==> config.mk <==
export PLATFORM = sky130hd
export DESIGN_NAME = hs_handshake_seq
export DESIGN_NICKNAME = d
export VERILOG_FILES = /design/src/rtl/hs_pkg.sv /design/src/rtl/hs_sync.sv /design/src/rtl/hs_phase_cnt.sv /design/src/rtl/hs_err_flag.sv /design/src/rtl/hs_handshake_seq.sv
export SDC_FILE = /design/constraint.sdc
export NUM_CORES = 1
export LEC_CHECK = 0
export ABC_CLOCK_PERIOD_IN_PS = 3800
export CORE_MARGIN = 5
export CORE_UTILIZATION = 25
export DETAILED_ROUTE_END_ITERATION = 8
export PLACE_DENSITY = 0.5
export SYNTH_ARGS = -nofsm -noshare
export SYNTH_HDL_FRONTEND = slang
export SYNTH_SLANG_ARGS = --single-unit
==> constraint.sdc <==
create_clock -name clk -period 3.8 [get_ports clk]
set_input_delay 0.76 -clock clk [delete_from_list [all_inputs] [get_ports clk]]
set_output_delay 0.76 -clock clk [all_outputs]
set_load 0.01 [all_outputs]
==> src/rtl/hs_pkg.sv <==
package hs_pkg;

  typedef enum logic [2:0] {
    ST_IDLE  = 3'd0,
    ST_SETUP = 3'd1,
    ST_PREW  = 3'd2,
    ST_SHIFT = 3'd3,
    ST_HOLD  = 3'd4,
    ST_POSTW = 3'd5,
    ST_GAP   = 3'd6
  } hs_state_t;

  // A programmed count of zero still costs one transition cycle.
  function automatic int phase_len(int n);
    return (n == 0) ? 1 : n;
  endfunction

endpackage

==> src/rtl/hs_sync.sv <==
module hs_sync #(
  parameter int STAGES = 2
) (
  input  logic clk,
  input  logic rst_n,
  input  logic d,
  output logic q
);
  logic [STAGES-1:0] chain_q;

  always_ff @(posedge clk or negedge rst_n) begin
    if (!rst_n) chain_q <= '0;
    else        chain_q <= {chain_q[STAGES-2:0], d};
  end

  assign q = chain_q[STAGES-1];
endmodule

==> src/rtl/hs_phase_cnt.sv <==
module hs_phase_cnt
  import hs_pkg::*;
#(
  parameter int DW = 8
) (
  input  logic          clk,
  input  logic          rst_n,
  input  logic          load,
  input  logic [DW-1:0] load_val,
  output logic          last
);
  localparam int CW = DW + 1;
  logic [CW-1:0] cnt_q;

  always_ff @(posedge clk or negedge rst_n) begin
    if (!rst_n)          cnt_q <= '0;
    else if (load)       cnt_q <= CW'(phase_len(int'(load_val)));
    else if (cnt_q > 1)  cnt_q <= cnt_q - 1'b1;
  end

  assign last = (cnt_q == CW'(1));
endmodule

==> src/rtl/hs_err_flag.sv <==
module hs_err_flag (
  input  logic clk,
  input  logic rst_n,
  input  logic set,
  input  logic clr,
  output logic flag,
  output logic evt
);
  logic flag_q, evt_q;

  always_ff @(posedge clk or negedge rst_n) begin
    if (!rst_n) begin
      flag_q <= 1'b0;
      evt_q  <= 1'b0;
    end else begin
      evt_q  <= set;
      flag_q <= set | (flag_q & ~clr);
    end
  end

  assign flag = flag_q;
  assign evt  = evt_q;

  assert_flag_sticky_R11: assert property (@(posedge clk) disable iff (!rst_n)
    (flag_q && !clr) |=> flag_q);
  assert_evt_sets_flag_R11: assert property (@(posedge clk) disable iff (!rst_n)
    evt_q |-> flag_q);
  assert_evt_single_R11: assert property (@(posedge clk) disable iff (!rst_n)
    (evt_q && !set) |=> !evt_q);
endmodule

==> src/rtl/hs_handshake_seq.sv <==
module hs_handshake_seq
  import hs_pkg::*;
#(
  parameter int DW          = 8,
  parameter int SYNC_STAGES = 2
) (
  input  logic          clk,
  input  logic          rst_n,
  input  logic          word_req,
  output logic          eng_start,
  input  logic          eng_done,
  output logic          cs_n,
  input  logic          slave_en,
  input  logic [DW-1:0] cfg_c2t,
  input  logic [DW-1:0] cfg_c2e,
  input  logic [DW-1:0] cfg_t2c,
  input  logic [DW-1:0] cfg_t2e,
  input  logic [DW-1:0] cfg_wait,
  input  logic          err_clr,
  output logic          timeout_flag,
  output logic          timeout_evt,
  output logic          desync_flag,
  output logic          desync_evt
);
  hs_state_t st_q, st_d;
  logic en_s;
  logic ph_last, ld;
  logic [DW-1:0] ld_val;
  logic fire_start, fire_to, fire_ds;
  logic pending_q, hold_q, fast_q, drop_q;
  logic cs_n_q, start_q;
  logic gap_end, gap_dropped;

  hs_sync #(.STAGES(SYNC_STAGES)) u_sync (
    .clk(clk), .rst_n(rst_n), .d(slave_en), .q(en_s));

  hs_phase_cnt #(.DW(DW)) u_cnt (
    .clk(clk), .rst_n(rst_n), .load(ld), .load_val(ld_val), .last(ph_last));

  always_comb begin
    st_d       = st_q;
    ld         = 1'b0;
    ld_val     = cfg_wait;
    fire_start = 1'b0;
    fire_to    = 1'b0;
    fire_ds    = 1'b0;
    unique case (st_q)
      ST_IDLE: if (pending_q && (!hold_q || en_s)) begin
        st_d = ST_SETUP; ld = 1'b1; ld_val = cfg_c2t;
      end
      ST_SETUP: if (ph_last) begin
        if (fast_q || en_s) begin
          st_d = ST_SHIFT; fire_start = 1'b1;
        end else begin
          st_d = ST_PREW; ld = 1'b1; ld_val = cfg_c2e;
        end
      end
      ST_PREW: begin
        if (en_s) begin
          st_d = ST_SHIFT; fire_start = 1'b1;
        end else if ((cfg_c2e != '0) && ph_last) begin
          st_d = ST_IDLE; fire_to = 1'b1;
        end
      end
      ST_SHIFT: if (eng_done) begin
        st_d = ST_HOLD; ld = 1'b1; ld_val = cfg_t2c;
      end
      ST_HOLD: if (ph_last) begin
        if (!drop_q && en_s && (cfg_t2e != '0)) begin
          st_d = ST_POSTW; ld = 1'b1; ld_val = cfg_t2e;
        end else begin
          st_d = ST_GAP; ld = 1'b1;
        end
      end
      ST_POSTW: begin
        if (!en_s) begin
          st_d = ST_GAP; ld = 1'b1;
        end else if (ph_last) begin
          st_d = ST_GAP; ld = 1'b1; fire_ds = 1'b1;
        end
      end
      ST_GAP: if (ph_last) st_d = ST_IDLE;
      default: st_d = ST_IDLE;
    endcase
  end

  assign gap_end     = (st_q == ST_GAP) && ph_last;
  assign gap_dropped = drop_q || !en_s;

  always_ff @(posedge clk or negedge rst_n) begin
    if (!rst_n) begin
      st_q      <= ST_IDLE;
      cs_n_q    <= 1'b1;
      start_q   <= 1'b0;
      pending_q <= 1'b0;
      hold_q    <= 1'b0;
      fast_q    <= 1'b0;
      drop_q    <= 1'b0;
    end else begin
      st_q      <= st_d;
      cs_n_q    <= !(st_d inside {ST_SETUP, ST_PREW, ST_SHIFT, ST_HOLD});
      start_q   <= fire_start;
      pending_q <= word_req | (pending_q & ~(fire_start | fire_to));
      if (st_q == ST_SHIFT)
        drop_q <= 1'b0;
      else if ((st_q inside {ST_HOLD, ST_POSTW, ST_GAP}) && !en_s)
        drop_q <= 1'b1;
      if (gap_end) begin
        hold_q <= gap_dropped;
        fast_q <= !gap_dropped;
      end else begin
        if ((st_q == ST_IDLE) && (st_d != ST_IDLE)) hold_q <= 1'b0;
        if (fire_start || fire_to) fast_q <= 1'b0;
      end
    end
  end

  assign eng_start = start_q;
  assign cs_n      = cs_n_q;

  hs_err_flag u_timeout (
    .clk(clk), .rst_n(rst_n), .set(fire_to), .clr(err_clr),
    .flag(timeout_flag), .evt(timeout_evt));

  hs_err_flag u_desync (
    .clk(clk), .rst_n(rst_n), .set(fire_ds), .clr(err_clr),
    .flag(desync_flag), .evt(desync_evt));

  assert_start_single_R12: assert property (@(posedge clk) disable iff (!rst_n)
    eng_start |=> !eng_start);
  assert_start_selected_R12: assert property (@(posedge clk) disable iff (!rst_n)
    eng_start |-> !cs_n);
  assert_timeout_release_R4: assert property (@(posedge clk) disable iff (!rst_n)
    timeout_evt |-> cs_n);
  assert_timeout_needs_window_R5: assert property (@(posedge clk) disable iff (!rst_n)
    timeout_evt |-> ($past(cfg_c2e) != '0));
  assert_desync_needs_window_R8: assert property (@(posedge clk) disable iff (!rst_n)
    desync_evt |-> ($past(cfg_t2e) != '0));
  assert_held_word_R9: assert property (@(posedge clk) disable iff (!rst_n)
    (st_q == ST_IDLE && hold_q && !en_s) |=> cs_n);
  assert_no_start_after_timeout_R4: assert property (@(posedge clk) disable iff (!rst_n)
    fire_to |=> !eng_start);
endmodule

==> key figures, run 1 <==
Final layout
  • # diodes: 0
  • Final core occ: 0.352
  • Area delta synth->final: 37.1%
  • Most frequent cells in the layout: clkdlybuf4s50_1 (51), dfrtp_1 (23), nor2_1 (20), a21oi_1 (18), nand2_1 (17)
  • Share of cells above drive strength 1: 0.0912
  • Fin nets: 323
  • Most common cell after layout, fill and taps aside: clkdlybuf4s50_1

Yosys
  • Mean post-synth cell area: 8.19 um2
  • Mapped cell area: 0.00186 mm2
  • Post-synthesis compound-gate area fraction: 0.310
  • Ys async rst share: 1.00
  • Synthesized flop and latch total: 24
  • Seq/Total Area, Yosys: 0.324
  • Ys Warns: 0
  • Simple-gate area share of the yosys netlist: 0.251
  • Synth area leader: dfrtp_1
  • Mux share of post-synthesis cell area: 0.0283
  • Largest family of logic cells by synthesized area: compound AO/OA/AOI/OAI gates
  • Synth area leaders: dfrtp_1 (31%), a21oi_1 (4.8%), nor2_1 (4.0%)
  • Post-Synth XOR/XNOR Area: 0.0330
  • Syn Nets: 275
  • Most used DFF post-synth: dfrtp_1
  • Cell count after synthesis: 227
  • Post-synth EDFFs: 0
  • Synth Area in Adders: 0.0135
  • Count of cell types in the netlist: 58
  • Area fraction of the dominant cell type after synthesis: 0.310

STA
  • Fin Setup TNS: 0 ns
  • Actual slew at the worst max-slew pin: 0.834 ns
  • Period utilization: 0.791
  • Final Slew Violations: 0
  • Setup ws final: 0.795 ns
  • Max-slew headroom: 0.444
  • Fin crit period: 3.00 ns
  • FMAX: 333 MHz
  • Min Hold Slack: 0.358 ns
  • RSZ-0062 raised after global routing: no
  • Skew final: 0.0142 ns
  • Final hold vios: 0
  • Setup Viol. Count Final: 0

Pwr
  • VDD IR max: 158 uV
  • Pwr/cell area: 609 mW/mm2
  • Pwr Total: 0.00155 W
  • Leak: 0.970 nW

Run
  • Max-cap violation count: 0

Clocking
  • Clock root buffer: clkbuf_8
  • Cts repair resizes: 0
  • Hold_buf cts: 0
  • Worst skew pair latency: 0.27 ns
  • H-tree depth: 1
  • Clock buffer depth: 2
  • TritonCTS Sinks: 24
  • CTS Buf Count: 3
  • Clk slew on worst S/H paths: 0.10 ns
  • Setup bufs post-CTS: 0
  • CTS tree: done

Setup path
  • Crit. End Element: register
  • CP Class: input port to register
  • Worst EP arrival: 3.16 ns
  • Startpoint types: input port
  • CP Max Fanout: 5
  • Worst EP required: 3.95 ns
  • FF-to-FF path depth: 9

Global route
  • Global-route wire length before repair: 9.98 mm
  • Initial antenna violation count: 0
  • Vias in the first global route: 1927
  • Grt total ovfl: 0
  • Largest net degree at the start of global routing: 25
  • Gr usage total: 0.140

Route
  • Final wirelength: 6.16 mm
  • Top Layer Used: met4
  • Via density: 5.18
  • DRC Markers: 0
  • Vias: 1932
  • Detail Route met2 WL: 2.62 mm
  • Wirelength per Cell: 16.5 um
  • Initial drt markers: 130
  • Final ANT Viol Nets: 0
  • DRT met1 WL: 2.98 mm
  • Met3 WL: 507 um
  • First-pass iteration count of the detailed router: 4

Place
  • Input/output buffers: 51
  • DP Wirelength: 4.86 mm
  • Placement Setup Slack: 0.548 ns
  • RePlAce Congestion: 0.873

Floorplanning
  • Die Span Y: 96.2 um
  • Initial Util: 0.256
  • Die Span X: 96.2 um
  • Number of cell rows: 31
  • Core Area: 0.00725 mm2
  • Die area: 0.00926 mm2
  • IO Count: 52

Worst hold path
  • Worst hold stages: 0
  • Hold crit path type: register to register

Run status
  • Status: complete, no violations
## synth_stat cells (all sizes together) (6+ instances only)
cell type,number
nand2,18
a22o,6
dfrtp,23
o21ai,18
nand3,9
a21oi,19
clkbuf,10
a22oi,8
xor2,6
inv,8
nor3,9
nor2,20
## final timing paths
| kind | slack [ns] | end | start |
|---|---|---|---|
| min in group asynchronous | 0.83 | u_sync.chain_q[1] | rst_n |
| hold / removal | 0.36 | u_sync.chain_q[1] | u_sync.chain_q[0] |
| max in group asynchronous | 2.67 | cs_n | rst_n |
| hold reg to reg | 0.36 | u_sync.chain_q[1] | u_sync.chain_q[0] |
| setup reg to reg | 1.06 | u_cnt.cnt_q[0] | u_cnt.cnt_q[1] |
| setup / recovery | 0.80 | u_cnt.cnt_q[0] | cfg_t2e[4] |
## layer usage
metal | track usage | vias to the layer above
met3 | 0.0274 | 4
met4 | 0.0427 | 0
met5 | 0 | -
met1 | 0.205 | 905
met2 | 0.206 | 77
li1 | - | 946
## logic make-up after synthesis
| kind of cell | Yosys count |
|---|---|
| AOI/OAI and AO/OA | 83 |
| xor gates and xnor gates | 7 |
| DFF | 24 |
| adders and majority gates | 2 |
| muxes | 5 |
| buffers and inverters | 20 |
| and+or+nand+nor | 86 |
## per-stage QoR
step,instances,instance area [um2]
6_report,373,2550
5_1_grt,373,2550
4_1_cts,373,2550
3_5_place_dp,369,2480
3_3_place_gp,369,2480
2_1_floorplan,227,1860
## cell type report
| cell class | instances | area [um2] |
|---|---|---|
| Clock inverter | 1 | 30.0 |
| Fill cell | 752 | 4700 |
| Inverter | 8 | 30.0 |
| Sequential cell | 24 | 602 |
| Tap cell | 99 | 124 |
| Multi-Input combinational cell | 183 | 1180 |
| Timing Repair Buffer | 55 | 541 |
| Clock buffer | 3 | 41.3 |
## power by group
group,switching (W),internal (W),total (W),leakage [nW]
Combinational,0.000467,0.000381,0.000848,0.644
Clock,0.0000864,0.000141,0.000227,0.0357
Sequential,0.000137,0.000340,0.000477,0.291
Total,0.000691,0.000862,0.00155,0.970
## worst max-delay path, stage by stage
cell and delay (ns):
clkdlybuf4s50_1 0.46, or4_1 0.54, o21ai_1 0.34, nor2_1 0.18, o211ai_1 0.27, a221oi_1 0.15
and4_1 0.23, a41o_1 0.23
## flip-flops by register name, summed over array words and instances (netlist names)
signal,cells
u_cnt.cnt_q,9
st_q,3
u_sync.chain_q,2
cs_n,1
drop_q,1
eng_start,1
fast_q,1
hold_q,1
pending_q,1
u_desync.evt,1
u_desync.flag,1
u_timeout.evt,1
u_timeout.flag,1
(Power assumes the default switching activity.)
==> run 2: changes to the inputs <==
Settings changed: ABC_CLOCK_PERIOD_IN_PS 3800 to 2800.
Clock period 3.8 ns to 2.8 ns, I/O delays scaled along.
==> key figures, run 2 (synthesis results as in run 1) <==
Setup path
  • FF-to-FF path depth: 8
  • Setup crit end: u_cnt.cnt_q[0]
  • CP Class: input port to register
  • Crit. End Element: register
  • Reg2reg end: u_cnt.cnt_q[0]
  • Worst EP required: 3.01 ns
  • Worst Setup SP: cfg_t2e[4]
  • Reg2reg start: u_cnt.cnt_q[5]
  • R2r setup slk: 0.18 ns
  • Worst EP arrival: 2.84 ns
  • CP Max Fanout: 5
  • Startpoint types: input port

Place
  • DP Wirelength: 5.06 mm
  • RePlAce Congestion: 0.854
  • Placement Setup Slack: -0.164 ns
  • Input/output buffers: 51

Clocking
  • Setup bufs post-CTS: 0
  • TritonCTS Sinks: 24
  • CTS Buf Count: 3
  • CTS tree: done
  • Clock buffer depth: 2
  • Clock root buffer: clkbuf_8
  • Clk slew on worst S/H paths: 0.09 ns
  • Worst skew pair latency: 0.27 ns
  • H-tree depth: 1

STA
  • Final Slew Violations: 0
  • Max-slew headroom: 0.633
  • RSZ-0062 raised after global routing: no
  • Setup ws final: 0.170 ns
  • Actual slew at the worst max-slew pin: 0.550 ns
  • FMAX: 380 MHz
  • Min Hold Slack: 0.354 ns
  • Skew final: 0.00394 ns
  • Fin crit period: 2.63 ns
  • Period utilization: 0.939
  • Final hold vios: 0
  • Setup Viol. Count Final: 0

Pwr
  • Net Sw Power: 0.000967 W
  • Sw Ratio: 0.452
  • Pint: 0.00117 W
  • VDD IR max: 224 uV
  • Pwr/cell area: 811 mW/mm2
  • Clock power share: 0.104
  • Sequential power share: 0.289
  • Comb pwr share: 0.607
  • Leak: 1.03 nW

Final layout
  • Fin nets: 336
  • Most common cell after layout, fill and taps aside: clkdlybuf4s50_1
  • Reg area: 602 um2
  • Fill count: 757
  • Most frequent cells in the layout: clkdlybuf4s50_1 (51), dfrtp_1 (23), nor2_1 (20), a21oi_1 (18), nand2_1 (17)
  • Area of the multi-input gates: 0.00119 mm2
  • Biggest regs: u_cnt.cnt_q (9), st_q (3), u_sync.chain_q (2)
  • Area delta synth->final: 41.9%
  • Share of cells above drive strength 1: 0.132
  • Register name with the most flops: u_cnt.cnt_q
  • Max reg flops: 9
  • # diodes: 0

Worst hold path
  • Hold_sp: u_sync.chain_q[0]
  • Hold crit path type: register to register

Route
  • DRC Markers: 0
  • Final wirelength: 6.28 mm
  • First-pass iteration count of the detailed router: 4
  • Initial drt markers: 142
  • Final ANT Viol Nets: 0
  • Vias: 1979
  • Via density: 5.13
  • Wirelength per Cell: 16.3 um

Floorplanning
  • Number of cell rows: 31
  • Die Span X: 96.2 um
  • Die Span Y: 96.2 um
  • Core Area: 0.00725 mm2
  • Die area: 0.00926 mm2
  • Initial Util: 0.256
  • IO Count: 52

Global route
  • Global-route wire length before repair: 10.4 mm
  • Grt total ovfl: 0
  • Initial antenna violation count: 0
  • Gr usage total: 0.145
  • Largest net degree at the start of global routing: 25
  • Vias in the first global route: 2012

Run
  • Max-cap violation count: 0

Run status
  • Status: complete, no violations
==> run 2: changes by cell type in the layout (fill, tap and decap cells not counted) <==
cell,delta
clkbuf_1,+1
o21ai_2,+1
buf_4,+12
o21ai_0,-1
bufinv_16,-1
buf_12,+1
==> run 2: routing by layer <==
layer  part of all wire  up-vias  track usage
met2               0.43       62        0.217
met3              0.057        4       0.0250
met1               0.51      933        0.216
li1                   -      980            -
met5                  0        -            0
met4             0.0078        0       0.0332
==> run 2: cell type report <==
type	count	share of cell area
inverters	8	0.0114
clock buffers	4	0.0171
well taps	99	0.0470
repair buffers	68	0.247
multi-input cells	183	0.450
flip-flops and latches	24	0.228
==> run 2: stage by stage <==
stage / std cells / setup TNS (ns) / util / instance area [um2] / power [W]
3_5_place_dp: 382 / -0.403 / 0.357 / 2590 / 0.00191
6_report: 386 / 0 / 0.364 / 2640 / 0.00214
3_3_place_gp: 382 / -0.121 / 0.357 / 2590 / 0.00191
2_1_floorplan: 227 / 0 / - / 1860 / 0.00144
5_1_grt: 386 / 0 / 0.364 / 2640 / 0.00234
4_1_cts: 386 / 0 / 0.363 / 2630 / 0.00214
==> run 2: worst min path at each step <==
stage                                    to  slack [ns]  cells past startpoint
after floorplan                      drop_q        0.26                      0
after detailed placement  u_sync.chain_q[1]        0.34                      0
after global placement    u_sync.chain_q[1]        0.34                      0
after global routing      u_sync.chain_q[1]        0.37                      0
final                     u_sync.chain_q[1]        0.35                      0
after CTS                 u_sync.chain_q[1]        0.36                      0
==> run 2: power groups by stage <==
stage                     sequential (W)  combinational (W)  clock (W)
after floorplan                 0.000558           0.000887          0
after global placement          0.000624            0.00129          0
after detailed placement        0.000624            0.00129          0
after CTS                       0.000619            0.00130   0.000225
after global routing            0.000644            0.00145   0.000248
final                           0.000619            0.00130   0.000222
==> run 2: worst max-delay path, stage by stage <==
cell,delay (ns)
clkdlybuf4s50_1,0.45
or4_1,0.57
o21ai_2,0.25
nor3_1,0.13
a21o_1,0.19
a211oi_1,0.34
and2_1,0.19
a41o_1,0.16
==> run 2: what timing repair did <==
item	in CTS	in global routing
endpoints found under the setup margin	0	2
hold buffers	0	0
resized for setup	0	2
==> run 3: changes to the inputs <==
Settings changed: CTS_CLUSTER_SIZE from default to 25, GPL_TIMING_DRIVEN from default to 0, PLACE_DENSITY 0.5 to 0.52, SYNTH_HIERARCHICAL from default to 1.
==> key figures, run 3 <==
Yosys
  • Mapped cell area: 0.00163 mm2
  • Area fraction of the dominant cell type after synthesis: 0.354
  • Synth area leader: dfrtp_1
  • Most used DFF post-synth: dfrtp_1
  • Synth area leaders: dfrtp_1 (35%), a221o_1 (4.9%), a222oi_1 (4.9%)
  • Mean post-synth cell area: 9.15 um2
  • Post-synth EDFFs: 0
  • Synthesized flop and latch total: 24
  • Syn Nets: 226
  • Count of cell types in the netlist: 50
  • Cell count after synthesis: 178
  • Count leader, synth: dfrtp_1
  • Ys Warns: 6
  • Ys async rst share: 1.00
  • Post-synth top cells: dfrtp_1 (23), inv_1 (17), nand2_1 (15)
  • Seq/Total Area, Yosys: 0.370

Final layout
  • Max reg flops: 9
  • Post-route design area: 0.00254 mm2
  • Fin nets: 296
  • Share of cells above drive strength 1: 0.162
  • Area delta synth->final: 56.0%
  • Biggest regs: u_cnt/cnt_q (9), st_q (3), u_sync/chain_q (2)
  • Most common cell after layout, fill and taps aside: clkdlybuf4s50_1
  • Register name with the most flops: u_cnt/cnt_q
  • # diodes: 0
  • Most frequent cells in the layout: clkdlybuf4s50_1 (51), dfrtp_1 (23), inv_1 (17), nand2_1 (15)
  • Final core occ: 0.400

Setup path
  • CP Max Fanout: 5
  • Worst Setup SP: u_cnt/cnt_q[6]
  • Crit. End Element: register
  • Worst EP required: 3.01 ns
  • Worst EP arrival: 3.79 ns
  • Reg2reg start: u_cnt/cnt_q[6]
  • FF-to-FF path depth: 12
  • CP Class: register to register
  • Startpoint types: register
  • Reg2reg end: u_cnt/cnt_q[0]
  • R2r setup slk: -0.78 ns

Run status
  • Failing checks: setup timing
  • Status: complete, but fails checks

STA
  • Period utilization: 1.28
  • Min Hold Slack: 0.362 ns
  • Setup Viol. Count Final: 10
  • Final Slew Violations: 0
  • Final hold vios: 0
  • RSZ-0062 raised after global routing: yes
  • Setup ws final: -0.779 ns
  • Fin crit period: 3.58 ns
  • Actual slew at the worst max-slew pin: 1.09 ns
  • FMAX: 279 MHz
  • Max-slew headroom: 0.270
  • Skew final: 0.00450 ns

Worst hold path
  • Hold crit path type: register to register
  • Hold_sp: u_sync/chain_q[0]
  • Worst hold stages: 0
  • Hold endpoint: u_sync/chain_q[1]

Floorplanning
  • IO Count: 52
  • Number of cell rows: 29
  • Die area: 0.00822 mm2
  • Die Span X: 90.7 um
  • Core Area: 0.00635 mm2
  • Initial Util: 0.256
  • Die Span Y: 90.7 um

Global route
  • Gr usage total: 0.120
  • Initial antenna violation count: 0
  • Vias in the first global route: 1751
  • Grt total ovfl: 0
  • Global-route wire length before repair: 8.34 mm
  • Largest net degree at the start of global routing: 25

Route
  • Final wirelength: 4.93 mm
  • Via density: 5.07
  • First-pass iteration count of the detailed router: 7
  • Vias: 1643
  • DRC Markers: 0
  • Final ANT Viol Nets: 0
  • Wirelength per Cell: 15.2 um
  • Initial drt markers: 78

Clocking
  • Worst skew pair latency: 0.27 ns
  • TritonCTS Sinks: 24
  • Clk slew on worst S/H paths: 0.09 ns
  • Clock buffer depth: 2
  • Hold_buf cts: 0
  • H-tree depth: 1
  • Clock root buffer: clkbuf_8
  • CTS tree: done
  • CTS Buf Count: 3

Pwr
  • Leak: 1.06 nW
  • Pwr/cell area: 928 mW/mm2
  • VDD IR max: 320 uV

Place
  • RePlAce Congestion: 0.821
  • Placement Setup Slack: -0.983 ns
  • Input/output buffers: 51
  • Placed Area: 0.00223 mm2
  • DP Wirelength: 3.71 mm

Run
  • Max-cap violation count: 0
-- run 3: changes by cell type after synthesis, sizes merged, moves of 5 or more --
cell | before | now
a21oi | 19 | 2
a221o | 1 | 8
a222oi | 1 | 8
a22o | 6 | 1
a22oi | 8 | 0
a31oi | 5 | 0
clkbuf | 10 | 5
inv | 8 | 17
nand3 | 9 | 4
nor2 | 20 | 10
nor3 | 9 | 0
o21ai | 18 | 11
o31ai | 0 | 6
-- run 3: kinds of logic after synthesis --
| kind of cell | share of synthesized area |
|---|---|
| simple gates | 0.218 |
| compound gates | 0.273 |
| buf+inv | 0.0738 |
| flops | 0.370 |
| xor+xnor | 0.0377 |
| mux | 0.0131 |
| fa+ha+maj | 0.0154 |
-- run 3: final cells by class --
cell class	count	area [um2]
Fill cell	632	3810
Multi-Input combinational cell	126	955
Timing Repair Buffer	65	679
Sequential cell	24	602
Tap cell	77	96.3
Buffer	11	71.3
Inverter	17	63.8
Clock buffer	3	41.3
Clock inverter	1	30.0
-- run 3: worst max path at each step --
stage                                 to  slack [ns]  depth (start not counted)
after CTS                 u_cnt/cnt_q[0]       -0.79                         12
after detailed placement  u_cnt/cnt_q[0]       -0.98                         12
final                     u_cnt/cnt_q[0]       -0.78                         12
after floorplan           u_cnt/cnt_q[0]       -0.62                         12
after global routing      u_cnt/cnt_q[0]       -0.86                         12
after global placement    u_cnt/cnt_q[0]       -0.95                         12
-- run 3: timing repair --
item | in CTS | in global routing
resized for setup | 13 | 13
cloned | 2 | 0
buffers inserted | 9 | 3
setup endpoints to repair | 11 | 12
pin swaps | 3 | 4
-- run 3: per-stage QoR --
step                      power, W  std cells  TNS (ns)
after CTS                  0.00223        321     -3.15
after global placement     0.00171        306     -8.23
after global routing       0.00255        324     -5.46
final                      0.00236        324     -4.19
after floorplan            0.00139        178     -3.03
after detailed placement   0.00171        306     -8.63
-- run 3: where the power goes --
part / internal [W] / switching (W)
registers: 0.000468 / 0.0000924
logic: 0.000756 / 0.000729
clock network: 0.000191 / 0.000120
-- run 3: routing by layer --
| layer | vias up | part of all wire | global-route usage |
|---|---|---|---|
| li1 | 810 | - | - |
| met1 | 786 | 0.47 | 0.167 |
| met2 | 44 | 0.48 | 0.196 |
| met3 | 3 | 0.042 | 0.0175 |
| met4 | 0 | 0.0067 | 0.0261 |
| met5 | - | 0 | 0 |
-- run 3: worst max-delay path: stages, from the launching register on --
cell,delay [ns]
dfrtp_1,0.40
or4_4,0.54
or3_4,0.36
nor2_4,0.11
or3b_4,0.39
o21ai_2,0.13
a32oi_2,0.12
a31o_4,0.24
a221o_1,0.32
or4_4,0.57
nor4_4,0.16
o21ai_1,0.09
o21ai_1,0.07
